## src/rtl/baud_pkg.sv

```systemverilog
`timescale 1ns/1ps
package baud_pkg;
  // default field widths of the divider word
  localparam int MANT_W_DEF = 12;
  localparam int FRAC_W_DEF = 4;
endpackage

```

## src/rtl/baud_div_decode.sv

```systemverilog
`timescale 1ns/1ps
// Splits the divider word, drops the fraction MSB in 8x mode and clamps
// ratios below 1.0 up to exactly 1.0.
module baud_div_decode #(
  parameter int MANT_W = 12,
  parameter int FRAC_W = 4
) (
  input  logic [MANT_W+FRAC_W-1:0] div_word,
  input  logic                     os8_sel,
  output logic [MANT_W-1:0]        mant_eff,
  output logic [FRAC_W-1:0]        frac_eff
);
  logic [MANT_W-1:0] mant_raw;
  logic [FRAC_W-1:0] frac_raw;
  logic [FRAC_W-1:0] frac_keep;

  assign mant_raw = div_word[MANT_W+FRAC_W-1:FRAC_W];
  assign frac_raw = div_word[FRAC_W-1:0];

  // in 8x mode the fraction has one bit less resolution
  for (genvar gi = 0; gi < FRAC_W; gi++) begin : g_mask
    if (gi == FRAC_W-1) begin : g_top
      assign frac_keep[gi] = frac_raw[gi] & ~os8_sel;
    end else begin : g_low
      assign frac_keep[gi] = frac_raw[gi];
    end
  end

  always_comb begin
    if (mant_raw == '0) begin
      mant_eff = MANT_W'(1);
      frac_eff = '0;
    end else begin
      mant_eff = mant_raw;
      frac_eff = frac_keep;
    end
  end
endmodule

```

## src/rtl/baud_frac_acc.sv

```systemverilog
`timescale 1ns/1ps
// Counts clocks of one sample interval; the interval is stretched by one
// clock whenever the fraction accumulator wraps.
module baud_frac_acc #(
  parameter int MANT_W = 12,
  parameter int FRAC_W = 4
) (
  input  logic              clk,
  input  logic              rst_n,
  input  logic              enable,
  input  logic              os8_sel,
  input  logic [MANT_W-1:0] mant_eff,
  input  logic [FRAC_W-1:0] frac_eff,
  output logic              samp_pulse,
  output logic              samp_q
);
  localparam int LEN_W = MANT_W + 1;

  logic [LEN_W-1:0]  cnt_q;
  logic [LEN_W-1:0]  len;
  logic [FRAC_W-1:0] acc_q;
  logic [FRAC_W-1:0] acc_in;
  logic [FRAC_W-1:0] acc_nxt;
  logic [FRAC_W:0]   sum;
  logic              carry;

  always_comb begin
    acc_in = acc_q;
    if (os8_sel) acc_in[FRAC_W-1] = 1'b0;
    sum = {1'b0, acc_in} + {1'b0, frac_eff};
    if (os8_sel) begin
      carry   = sum[FRAC_W-1];
      acc_nxt = {1'b0, sum[FRAC_W-2:0]};
    end else begin
      carry   = sum[FRAC_W];
      acc_nxt = sum[FRAC_W-1:0];
    end
    len        = {1'b0, mant_eff} + LEN_W'(carry);
    // >= keeps the counter bounded if the divider shrinks mid-interval
    samp_pulse = enable && ((cnt_q + LEN_W'(1)) >= len);
  end

  always_ff @(posedge clk or negedge rst_n) begin
    if (!rst_n) begin
      cnt_q  <= '0;
      acc_q  <= '0;
      samp_q <= 1'b0;
    end else if (!enable) begin
      cnt_q  <= '0;
      acc_q  <= '0;
      samp_q <= 1'b0;
    end else if (samp_pulse) begin
      cnt_q  <= '0;
      acc_q  <= acc_nxt;
      samp_q <= 1'b1;
    end else begin
      cnt_q  <= cnt_q + LEN_W'(1);
      samp_q <= 1'b0;
    end
  end

  // an interval is never shorter than the mantissa
  a_r5_min_gap: assert property (@(posedge clk) disable iff (!rst_n)
    (samp_q && enable && mant_eff > MANT_W'(1)) |=> !samp_q);

  // a tick always starts a fresh interval count
  a_r2_restart_on_tick: assert property (@(posedge clk) disable iff (!rst_n)
    samp_q |-> (cnt_q == '0));
endmodule

```

## src/rtl/baud_bit_slicer.sv

```systemverilog
`timescale 1ns/1ps
// Counts sample strobes and marks the last one of each bit period.
module baud_bit_slicer #(
  parameter int FRAC_W = 4
) (
  input  logic clk,
  input  logic rst_n,
  input  logic enable,
  input  logic os8_sel,
  input  logic samp_pulse,
  output logic bit_q
);
  localparam logic [FRAC_W-1:0] WRAP_HI = '1;
  localparam logic [FRAC_W-1:0] WRAP_LO = FRAC_W'((1 << (FRAC_W-1)) - 1);

  logic [FRAC_W-1:0] scnt_q;
  logic [FRAC_W-1:0] wrap_at;
  logic              last;

  always_comb begin
    wrap_at = os8_sel ? WRAP_LO : WRAP_HI;
    last    = samp_pulse && (scnt_q >= wrap_at);
  end

  always_ff @(posedge clk or negedge rst_n) begin
    if (!rst_n) begin
      scnt_q <= '0;
      bit_q  <= 1'b0;
    end else if (!enable) begin
      scnt_q <= '0;
      bit_q  <= 1'b0;
    end else if (samp_pulse) begin
      scnt_q <= last ? '0 : scnt_q + FRAC_W'(1);
      bit_q  <= last;
    end else begin
      bit_q  <= 1'b0;
    end
  end

  // after a bit strobe the sample count begins again at zero
  a_r8_count_restart: assert property (@(posedge clk) disable iff (!rst_n)
    bit_q |-> (scnt_q == '0));
endmodule

```

## src/rtl/baud_tick_gen.sv

```systemverilog
`timescale 1ns/1ps
module baud_tick_gen #(
  parameter int MANT_W = baud_pkg::MANT_W_DEF,
  parameter int FRAC_W = baud_pkg::FRAC_W_DEF
) (
  input  logic                     clk,
  input  logic                     rst_n,
  input  logic                     enable,
  input  logic [MANT_W+FRAC_W-1:0] div_word,
  input  logic                     os8_sel,
  output logic                     sample_tick,
  output logic                     bit_tick
);
  logic [MANT_W-1:0] mant_eff;
  logic [FRAC_W-1:0] frac_eff;
  logic              samp_pulse;
  logic              samp_q;
  logic              bit_q;

  baud_div_decode #(.MANT_W(MANT_W), .FRAC_W(FRAC_W)) u_decode (
    .div_word (div_word),
    .os8_sel  (os8_sel),
    .mant_eff (mant_eff),
    .frac_eff (frac_eff)
  );

  baud_frac_acc #(.MANT_W(MANT_W), .FRAC_W(FRAC_W)) u_acc (
    .clk        (clk),
    .rst_n      (rst_n),
    .enable     (enable),
    .os8_sel    (os8_sel),
    .mant_eff   (mant_eff),
    .frac_eff   (frac_eff),
    .samp_pulse (samp_pulse),
    .samp_q     (samp_q)
  );

  baud_bit_slicer #(.FRAC_W(FRAC_W)) u_slicer (
    .clk        (clk),
    .rst_n      (rst_n),
    .enable     (enable),
    .os8_sel    (os8_sel),
    .samp_pulse (samp_pulse),
    .bit_q      (bit_q)
  );

  assign sample_tick = samp_q;
  assign bit_tick    = bit_q;

  // a bit strobe is always also a sample strobe
  a_r9_bit_with_sample: assert property (@(posedge clk) disable iff (!rst_n)
    bit_tick |-> sample_tick);

  // a low enable silences both outputs on the next clock
  a_r2_idle_quiet: assert property (@(posedge clk) disable iff (!rst_n)
    !enable |=> (!sample_tick && !bit_tick));

  // a zero mantissa yields a tick on every enabled clock
  a_r6_clamp_every_clock: assert property (@(posedge clk) disable iff (!rst_n)
    (enable && div_word[MANT_W+FRAC_W-1:FRAC_W] == '0) |=> sample_tick);
endmodule

```

## config.mk

```make
export PLATFORM = sky130hd
export DESIGN_NAME = baud_tick_gen
export DESIGN_NICKNAME = d
export VERILOG_FILES = /design/src/rtl/baud_pkg.sv /design/src/rtl/baud_div_decode.sv /design/src/rtl/baud_frac_acc.sv /design/src/rtl/baud_bit_slicer.sv /design/src/rtl/baud_tick_gen.sv
export SDC_FILE = /design/constraint.sdc
export NUM_CORES = 1
export LEC_CHECK = 0
export CAP_MARGIN = 20
export CORE_MARGIN = 2
export CORE_UTILIZATION = 56
export CTS_CLUSTER_SIZE = 24
export DETAILED_ROUTE_END_ITERATION = 12
export PLACE_DENSITY = 0.8
export SYNTH_ARGS = -nofsm -noshare
export SYNTH_HDL_FRONTEND = slang
export SYNTH_SLANG_ARGS = --single-unit
```

## constraint.sdc

```tcl
create_clock -name clk -period 4.96 [get_ports clk]
set_clock_uncertainty 0.1 [all_clocks]
set_input_delay 0.992 -clock clk [delete_from_list [all_inputs] [get_ports clk]]
set_output_delay 0.992 -clock clk [all_outputs]
set_load 0.03 [all_outputs]
```

==> results.sh, run 1 <==
export IMPL_critical_path_startpoint_type="input pin"
export IMPL_worst_path_largest_cell_delay_ns=0.36
export IMPL_die_w_microns=61.58
export IMPL_synth_top_cells_by_area="sky130_fd_sc_hd__dfrtp_1, sky130_fd_sc_hd__ha_1, sky130_fd_sc_hd__xor2_1, sky130_fd_sc_hd__xnor2_1, sky130_fd_sc_hd__nand3_1"
export IMPL_critical_path_top_delay_family="compound AO/OA/AOI/OAI gates"
export IMPL_grt_ovfl_total=0
export IMPL_clock_root_buffer="sky130_fd_sc_hd__clkbuf_4"
export IMPL_largest_net_degree_at_the_start_of_global_routing=24
export IMPL_fp_dieH_microns=61.58
export IMPL_synth_edff_count=0
export IMPL_post_dp_hpwl_mm=3.362
export IMPL_cp_end_kind="register"
export IMPL_crit_arrival_ns=5.08
export IMPL_syn_area_per_cell_sq_um=9.671
export IMPL_synth_warning_count=0
export IMPL_cts_num_sinks=23
export IMPL_synth_compound_area_frac=0.1213
export IMPL_floorplan_core_area_sq_um=3103
export IMPL_synth_top_cell_area_share=0.3100
export IMPL_synthesis_nets=235
export IMPL_basic_gate_share_of_the_synthesized_area_counting_and_or_nand_and_nor_cells=0.2385
export IMPL_finalMaxSlewViolations=0
export IMPL_ys_seq_area_frac=0.3100
export IMPL_hold_viol_final=0
export IMPL_worst_ir_drop_vdd_v=0.0001933
export IMPL_row_count=20
export IMPL_drc_errors=0
export IMPL_grt_pass1_wl_mm=7.576
export IMPL_initial_antenna_violation_count=0
export IMPL_fraction_of_final_layout_cells_with_drive_strength_greater_than_1=0.3644
export IMPL_timing_setup_critical_path_class="input pin to register"
export IMPL_final_nets=291
export IMPL_asyncSetResetFlopFracSynth=1.000
export IMPL_most_common_cell_in_the_netlist="sky130_fd_sc_hd__dfrtp_1"
export IMPL_postSynthRegisterBits=23
export IMPL_crit_path_cell_trace="dlymetal6s2s_1, nor4_2, nand3_2, and2_4, ha_2, fa_2, a21o_1, a211oi_2, a21oi_2, ha_2, ha_4, and3_4, nand3_1, xor2_1, ha_2, a21oi_1, o211ai_1, a21oi_2, o21a_4, buf_4, o41ai_4"
export IMPL_cts_tree="yes"
export IMPL_cp_required_ns=5.09
export IMPL_critPathSlowestCell="sky130_fd_sc_hd__fa_2"
export IMPL_p_leak_uw=0.001272
export IMPL_cts_htree_levels=1
export IMPL_clk_insertion_delay_late_ns=0.32
export IMPL_r2r_setup_slack_ns=1.09
export IMPL_port_buffer_count=21
export IMPL_timing_max_slew_rel_slack=0.5673
export IMPL_pwr_per_cell_area_nw_per_um2=146.2
export IMPL_placed_area_sq_um=2232
export IMPL_post_synth_top_area_cell="sky130_fd_sc_hd__dfrtp_1"
export IMPL_wire_per_inst_microns=19.31
export IMPL_post_synthesis_instance_area_sq_um=1857
export IMPL_drt_initial_drc_count=132
export IMPL_cpMostUsedCell="sky130_fd_sc_hd__ha_2"
export IMPL_number_of_nets_still_failing_antenna_checks_after_routing=0
export IMPL_post_synth_inst_count=192
export IMPL_totalNegativeSetupSlack_ns=0
export IMPL_timing_fmax_ghz=0.2023
export IMPL_netlist_cell_type_count=42
export IMPL_design_power_total_uw=378.6
export IMPL_die_area_sq_um=3792
export IMPL_synth_xor_area_share=0.1085
export IMPL_maxCapViolCount=0
export IMPL_drt_pass1_iterations=4
export IMPL_worst_pin_slew_ns=0.6471
export IMPL_holdCritPathClass="register to register"
export IMPL_cts_root_to_sink_buffers=2
export IMPL_yosys_mux_area_fraction=0.02695
export IMPL_worstPathBufferInverterCount=2
export IMPL_grt_pass1_vias=1785
export IMPL_timing_critical_path_fanout_max=6
export IMPL_vias_per_cell=6.223
export IMPL_synth_fa_ha_area_frac=0.1590
export IMPL_track_usage=0.2713
export IMPL_setup_violations_final=0
export IMPL_global_placement_routability_congestion=0.9035
export IMPL_layout_area_overhead_vs_synth_pct=39.49
export IMPL_routed_wl_mm=5.618
export IMPL_largest_family_of_logic_cells_by_synthesized_area="simple AND/OR/NAND/NOR gates"
export IMPL_clk_pin_slew_ns=0.13
export IMPL_antenna_cells=0
export IMPL_finalCriticalPeriod_ns=4.943
export IMPL_initial_util=0.5984
export IMPL_ys_dominant_reg_cell="sky130_fd_sc_hd__dfrtp_1"
export IMPL_synth_top_cells_by_count="sky130_fd_sc_hd__dfrtp_1, sky130_fd_sc_hd__ha_1, sky130_fd_sc_hd__nand2_1"
export IMPL_status="finished clean"
export IMPL_pin_count=22
export IMPL_final_cell_area_excluding_filler_cells_sq_um=2590
export IMPL_detailroute_via_count=1811
export IMPL_period_share=0.9966
export IMPL_post_place_cells=272
export IMPL_cts_made_buffers=3
export IMPL_final_instance_count_excl_fill=291
-- metal layers --
| layer | track usage | routed length [microns] |
|---|---|---|
| met3 | 0.04832 | 303 |
| met2 | 0.5038 | 2864 |
| met1 | 0.3010 | 2110 |
| met5 | 0 | 0 |
| met4 | 0.1125 | 339 |
-- layout make-up --
cell class | instances | area [sq um]
Timing Repair Buffer | 57 | 500.5
Sequential cell | 23 | 575.6
Tap cell | 44 | 55.05
Clock buffer | 4 | 26.28
Inverter | 5 | 21.27
Fill cell | 183 | 513.0
Multi-Input combinational cell | 158 | 1411
-- where the power goes --
group	internal (uW)	switching [uW]
sequential	190	2.15
clock	31.5	59.9
combinational	46.2	49.4
-- path summary, 6_finish.rpt --
path | startpoint | endpoint | cells after the start
setup reg to reg | u_acc.acc_q[1] | u_acc.acc_q[3] | 17
max in group asynchronous | rst_n | u_acc.cnt_q[1] | 2
min in group asynchronous | rst_n | u_acc.cnt_q[7] | 1
hold / removal | u_acc.cnt_q[0] | u_acc.cnt_q[0] | 1
setup / recovery | div_word[6] | u_acc.acc_q[3] | 21
hold reg to reg | u_acc.cnt_q[0] | u_acc.cnt_q[0] | 1
-- kinds of logic (layout without fill, tap and decap cells) --
logic type | after synthesis | after routing
AND/OR/NAND/NOR | 79 | 79
AO/OA/AOI/OAI | 28 | 28
multiplexers | 5 | 5
buffers and inverters | 11 | 66
XOR/XNOR | 23 | 23
flip-flops | 23 | 23
adder cells (fa/ha/maj) | 23 | 23
-- layout by cell type (no fill, tap or decap), types with 3 or more instances in the layout --
cell type,n
sky130_fd_sc_hd__a21oi_2,3
sky130_fd_sc_hd__clkbuf_2,4
sky130_fd_sc_hd__and3_1,8
sky130_fd_sc_hd__nor2_1,7
sky130_fd_sc_hd__nand2_1,17
sky130_fd_sc_hd__ha_1,15
sky130_fd_sc_hd__xnor2_1,9
sky130_fd_sc_hd__ha_4,3
sky130_fd_sc_hd__nand3_1,11
sky130_fd_sc_hd__nor2b_2,7
sky130_fd_sc_hd__clkbuf_4,3
sky130_fd_sc_hd__o211ai_1,3
sky130_fd_sc_hd__buf_4,34
sky130_fd_sc_hd__dlymetal6s2s_1,7
sky130_fd_sc_hd__dfrtp_1,23
sky130_fd_sc_hd__clkdlybuf4s50_1,9
sky130_fd_sc_hd__nand3_2,3
sky130_fd_sc_hd__inv_1,4
sky130_fd_sc_hd__o21ai_1,3
sky130_fd_sc_hd__a211oi_2,3
sky130_fd_sc_hd__mux2i_1,5
sky130_fd_sc_hd__and2_4,3
sky130_fd_sc_hd__xor2_1,12
sky130_fd_sc_hd__nor2b_1,6
sky130_fd_sc_hd__a21oi_1,4
sky130_fd_sc_hd__ha_2,4
-- through the flow --
stage	hold WS, ns	setup slack [ns]	util
2_1_floorplan	0.3574	0.07827	-
3_3_place_gp	0.3912	-0.5419	0.7194
3_5_place_dp	0.3973	-0.6788	0.7194
4_1_cts	0.4105	0.009330	0.7681
5_1_grt	0.4515	-0.1016	0.8347
6_report	0.4193	0.01700	0.8347
-- sequential cells by signal (all words and copies together), names as in the netlist --
register / flops
u_acc.cnt_q: 13
u_acc.acc_q: 4
u_slicer.scnt_q: 4
u_acc.samp_q: 1
u_slicer.bit_q: 1
-- what timing repair did --
item / CTS / global route
pin swaps: 20 / 25
setup buffers: 6 / 7
hold buffers: 0 / 0
resized for setup: 27 / 39
hold endpoints to repair: 0 / 0
endpoints found under the setup margin: 23 / 23
gates cloned: 1 / 0
Power figures use the tool's default switching activity.
==> run 2: changes to the inputs <==
--- a/config.mk
+++ b/config.mk
@@ -6,6 +6,7 @@
 export NUM_CORES = 1
 export LEC_CHECK = 0
 export CAP_MARGIN = 20
+export CORE_ASPECT_RATIO = 1.4
 export CORE_MARGIN = 2
 export CORE_UTILIZATION = 56
 export CTS_CLUSTER_SIZE = 24
==> run 2 against run 1 <==
Net effect: global-route usage is 2.4 points higher; via count is 4.7% lower; core utilization is 0.055 points lower; sequential power hardly changed; register-to-register slack worse by 0.04 ns; clock power is 43% higher; final area is 1.5% higher; critical path type unchanged; largest power group unchanged; highest routed layer unchanged.
==> results.sh, run 2 (synthesized netlist as in run 1, its figures left out) <==
export IMPL_status="finished clean"
export IMPL_fraction_of_final_layout_cells_with_drive_strength_greater_than_1=0.4080
export IMPL_fp_dieH_microns=72.13
export IMPL_cp_end_kind="register"
export IMPL_largest_net_degree_at_the_start_of_global_routing=24
export IMPL_post_dp_hpwl_mm=3.407
export IMPL_dr_wl_met3_microns=212
export IMPL_cts_tree="yes"
export IMPL_setup_violations_final=0
export IMPL_met2_wirelength_mm=2.982
export IMPL_layout_cells_most_common_list="sky130_fd_sc_hd__buf_4, sky130_fd_sc_hd__dfrtp_1, sky130_fd_sc_hd__ha_1, sky130_fd_sc_hd__xor2_1, sky130_fd_sc_hd__nand2_1"
export IMPL_hold_viol_final=0
export IMPL_antenna_cells=0
export IMPL_timing_critical_path_fanout_max=5
export IMPL_layout_area_overhead_vs_synth_pct=41.64
export IMPL_row_count=24
export IMPL_initial_util=0.5889
export IMPL_cts_made_buffers=3
export IMPL_timing_max_slew_rel_slack=0.5724
export IMPL_period_share=0.9997
export IMPL_drt_initial_drc_count=57
export IMPL_detailroute_via_count=1726
export IMPL_maxCapViolCount=0
export IMPL_pwr_per_cell_area_nw_per_um2=160.3
export IMPL_clk_pin_slew_ns=0.09
export IMPL_die_w_microns=52.67
export IMPL_num_fill_cells=173
export IMPL_final_instance_count_excl_fill=289
export IMPL_critical_path_startpoint_type="input pin"
export IMPL_commonest_non_fill_non_tap_cell_in_the_layout="sky130_fd_sc_hd__buf_4"
export IMPL_crit_arrival_ns=5.03
export IMPL_initial_antenna_violation_count=0
export IMPL_grt_pass1_wl_mm=8.183
export IMPL_timing_setup_critical_path_class="input pin to register"
export IMPL_p_switching_uw=126.3
export IMPL_wire_per_inst_microns=18.89
export IMPL_totalNegativeSetupSlack_ns=0
export IMPL_cts_htree_levels=1
export IMPL_cts_num_sinks=23
export IMPL_largest_register="u_acc.cnt_q"
export IMPL_internal_power_uw=295.3
export IMPL_reg_largest_list="u_acc.cnt_q: 13 flops, u_acc.acc_q: 4 flops, u_slicer.scnt_q: 4 flops"
export IMPL_wirelength_met1_mm=2.018
export IMPL_fin_ws_ns=0.001299
export IMPL_highest_signal_layer="met4"
export IMPL_final_cell_area_excluding_filler_cells_sq_um=2630
export IMPL_largest_reg_flops=13
export IMPL_finalCriticalPeriod_ns=4.959
export IMPL_power_frac_seq=0.454
export IMPL_holdCritPathClass="register to register"
export IMPL_post_place_cells=272
export IMPL_drt_pass1_iterations=4
export IMPL_final_nets=294
export IMPL_number_of_nets_still_failing_antenna_checks_after_routing=0
export IMPL_power_frac_clock=0.310
export IMPL_routed_wl_mm=5.460
export IMPL_p_leak_uw=0.001247
export IMPL_finalMaxSlewViolations=0
export IMPL_final_util=0.8341
export IMPL_worst_ir_drop_vdd_v=0.0001596
export IMPL_dpl_ws_ns=-0.6504
export IMPL_vias_per_cell=5.972
export IMPL_grt_pass1_vias=1789
export IMPL_port_buffer_count=21
export IMPL_pin_count=22
export IMPL_p_sw_frac=0.2996
export IMPL_cts_root_to_sink_buffers=2
export IMPL_global_placement_routability_congestion=0.8698
export IMPL_combinationalPowerShare=0.236
export IMPL_timing_fmax_ghz=0.2017
export IMPL_track_usage=0.2951
export IMPL_cts_hold_repair_buffers=0
export IMPL_clock_root_buffer="sky130_fd_sc_hd__clkbuf_8"
export IMPL_die_area_sq_um=3799
export IMPL_rsz0062_at_grt="yes"
export IMPL_cp_required_ns=5.03
export IMPL_grt_ovfl_total=0
export IMPL_placed_area_sq_um=2276
export IMPL_worst_pin_slew_ns=0.6394
export IMPL_drc_errors=0
export IMPL_floorplan_core_area_sq_um=3153
export IMPL_clk_insertion_delay_late_ns=0.28
[run 2: changes by cell type in the layout (fill, tap and decap cells not counted), moves of 4 or more]
cell                             before  now
sky130_fd_sc_hd__dlymetal6s2s_1       7    0
sky130_fd_sc_hd__clkbuf_2             4    8
sky130_fd_sc_hd__nand2_1             17   13
sky130_fd_sc_hd__nand2_2              1    5
[run 2: path summary, 6_finish.rpt]
check,cells after the start,slack (ns),to,from
worst max-delay path,23,0.001,u_acc.cnt_q[3],div_word[9]
worst min-delay path,1,0.41,u_acc.cnt_q[0],u_acc.cnt_q[0]
worst max register to register,18,1.05,u_acc.cnt_q[3],u_acc.acc_q[0]
worst min register to register,1,0.41,u_acc.cnt_q[0],u_acc.cnt_q[0]
max in group asynchronous,2,3.30,u_acc.cnt_q[7],rst_n
min in group asynchronous,1,0.96,u_acc.acc_q[3],rst_n
[run 2: metal layers]
metal,GRT usage,vias up
li1,-,799
met1,0.3138,847
met2,0.5556,58
met3,0.03086,22
met4,0.1425,0
met5,0,-
[run 2: layout make-up]
cell class	instances	area, sq um	area share
multi-input combinational	158	1435	0.5457
sequential	23	575.6	0.2188
timing repair buffer	60	500.5	0.1903
tap	39	48.80	0.01855
clock buffer	3	41.29	0.01570
inverter	5	21.27	0.008088
clock inverter	1	7.507	0.002854
[run 2: repair_timing]
action | in CTS | in global routing
cloned | 1 | 0
resized for setup | 33 | 52
endpoints found under the setup margin | 23 | 23
setup buffers | 8 | 4
pin swaps | 24 | 33
[run 2: power groups by stage]
stage / Sequential, uW / Clock (uW) / Combinational, uW
2_1_floorplan: 195 / 0 / 35.0
3_3_place_gp: 195 / 0 / 75.0
3_5_place_dp: 195 / 0 / 78.2
4_1_cts: 191 / 130 / 87.0
5_1_grt: 192 / 139 / 107
6_report: 192 / 131 / 99.4
[run 2: worst max-delay path, cell delays in order]
cell and delay, ns:
sky130_fd_sc_hd__buf_4 0.13, sky130_fd_sc_hd__nor4_4 0.30, sky130_fd_sc_hd__nand3_1 0.15, sky130_fd_sc_hd__buf_4 0.16
sky130_fd_sc_hd__and2_4 0.17, sky130_fd_sc_hd__ha_4 0.20, sky130_fd_sc_hd__a21o_1 0.20, sky130_fd_sc_hd__a21oi_4 0.19
sky130_fd_sc_hd__xor2_2 0.09, sky130_fd_sc_hd__a21oi_2 0.14, sky130_fd_sc_hd__ha_2 0.24, sky130_fd_sc_hd__ha_4 0.15
sky130_fd_sc_hd__and3_4 0.22, sky130_fd_sc_hd__nand3_2 0.09, sky130_fd_sc_hd__xor2_1 0.15, sky130_fd_sc_hd__ha_1 0.32
sky130_fd_sc_hd__nand2_2 0.08, sky130_fd_sc_hd__nor3_4 0.22, sky130_fd_sc_hd__nand2_2 0.12, sky130_fd_sc_hd__o211ai_1 0.24
sky130_fd_sc_hd__buf_4 0.17, sky130_fd_sc_hd__bufbuf_16 0.26, sky130_fd_sc_hd__nor2b_2 0.04
[run 2: through the flow]
| stage | hold slack, ns | power, uW |
|---|---|---|
| 5_1_grt | 0.4400 | 438.0 |
| 3_5_place_dp | 0.4019 | 273.3 |
| 6_report | 0.4059 | 421.6 |
| 2_1_floorplan | 0.3574 | 229.6 |
| 4_1_cts | 0.4127 | 408.0 |
| 3_3_place_gp | 0.3830 | 270.0 |
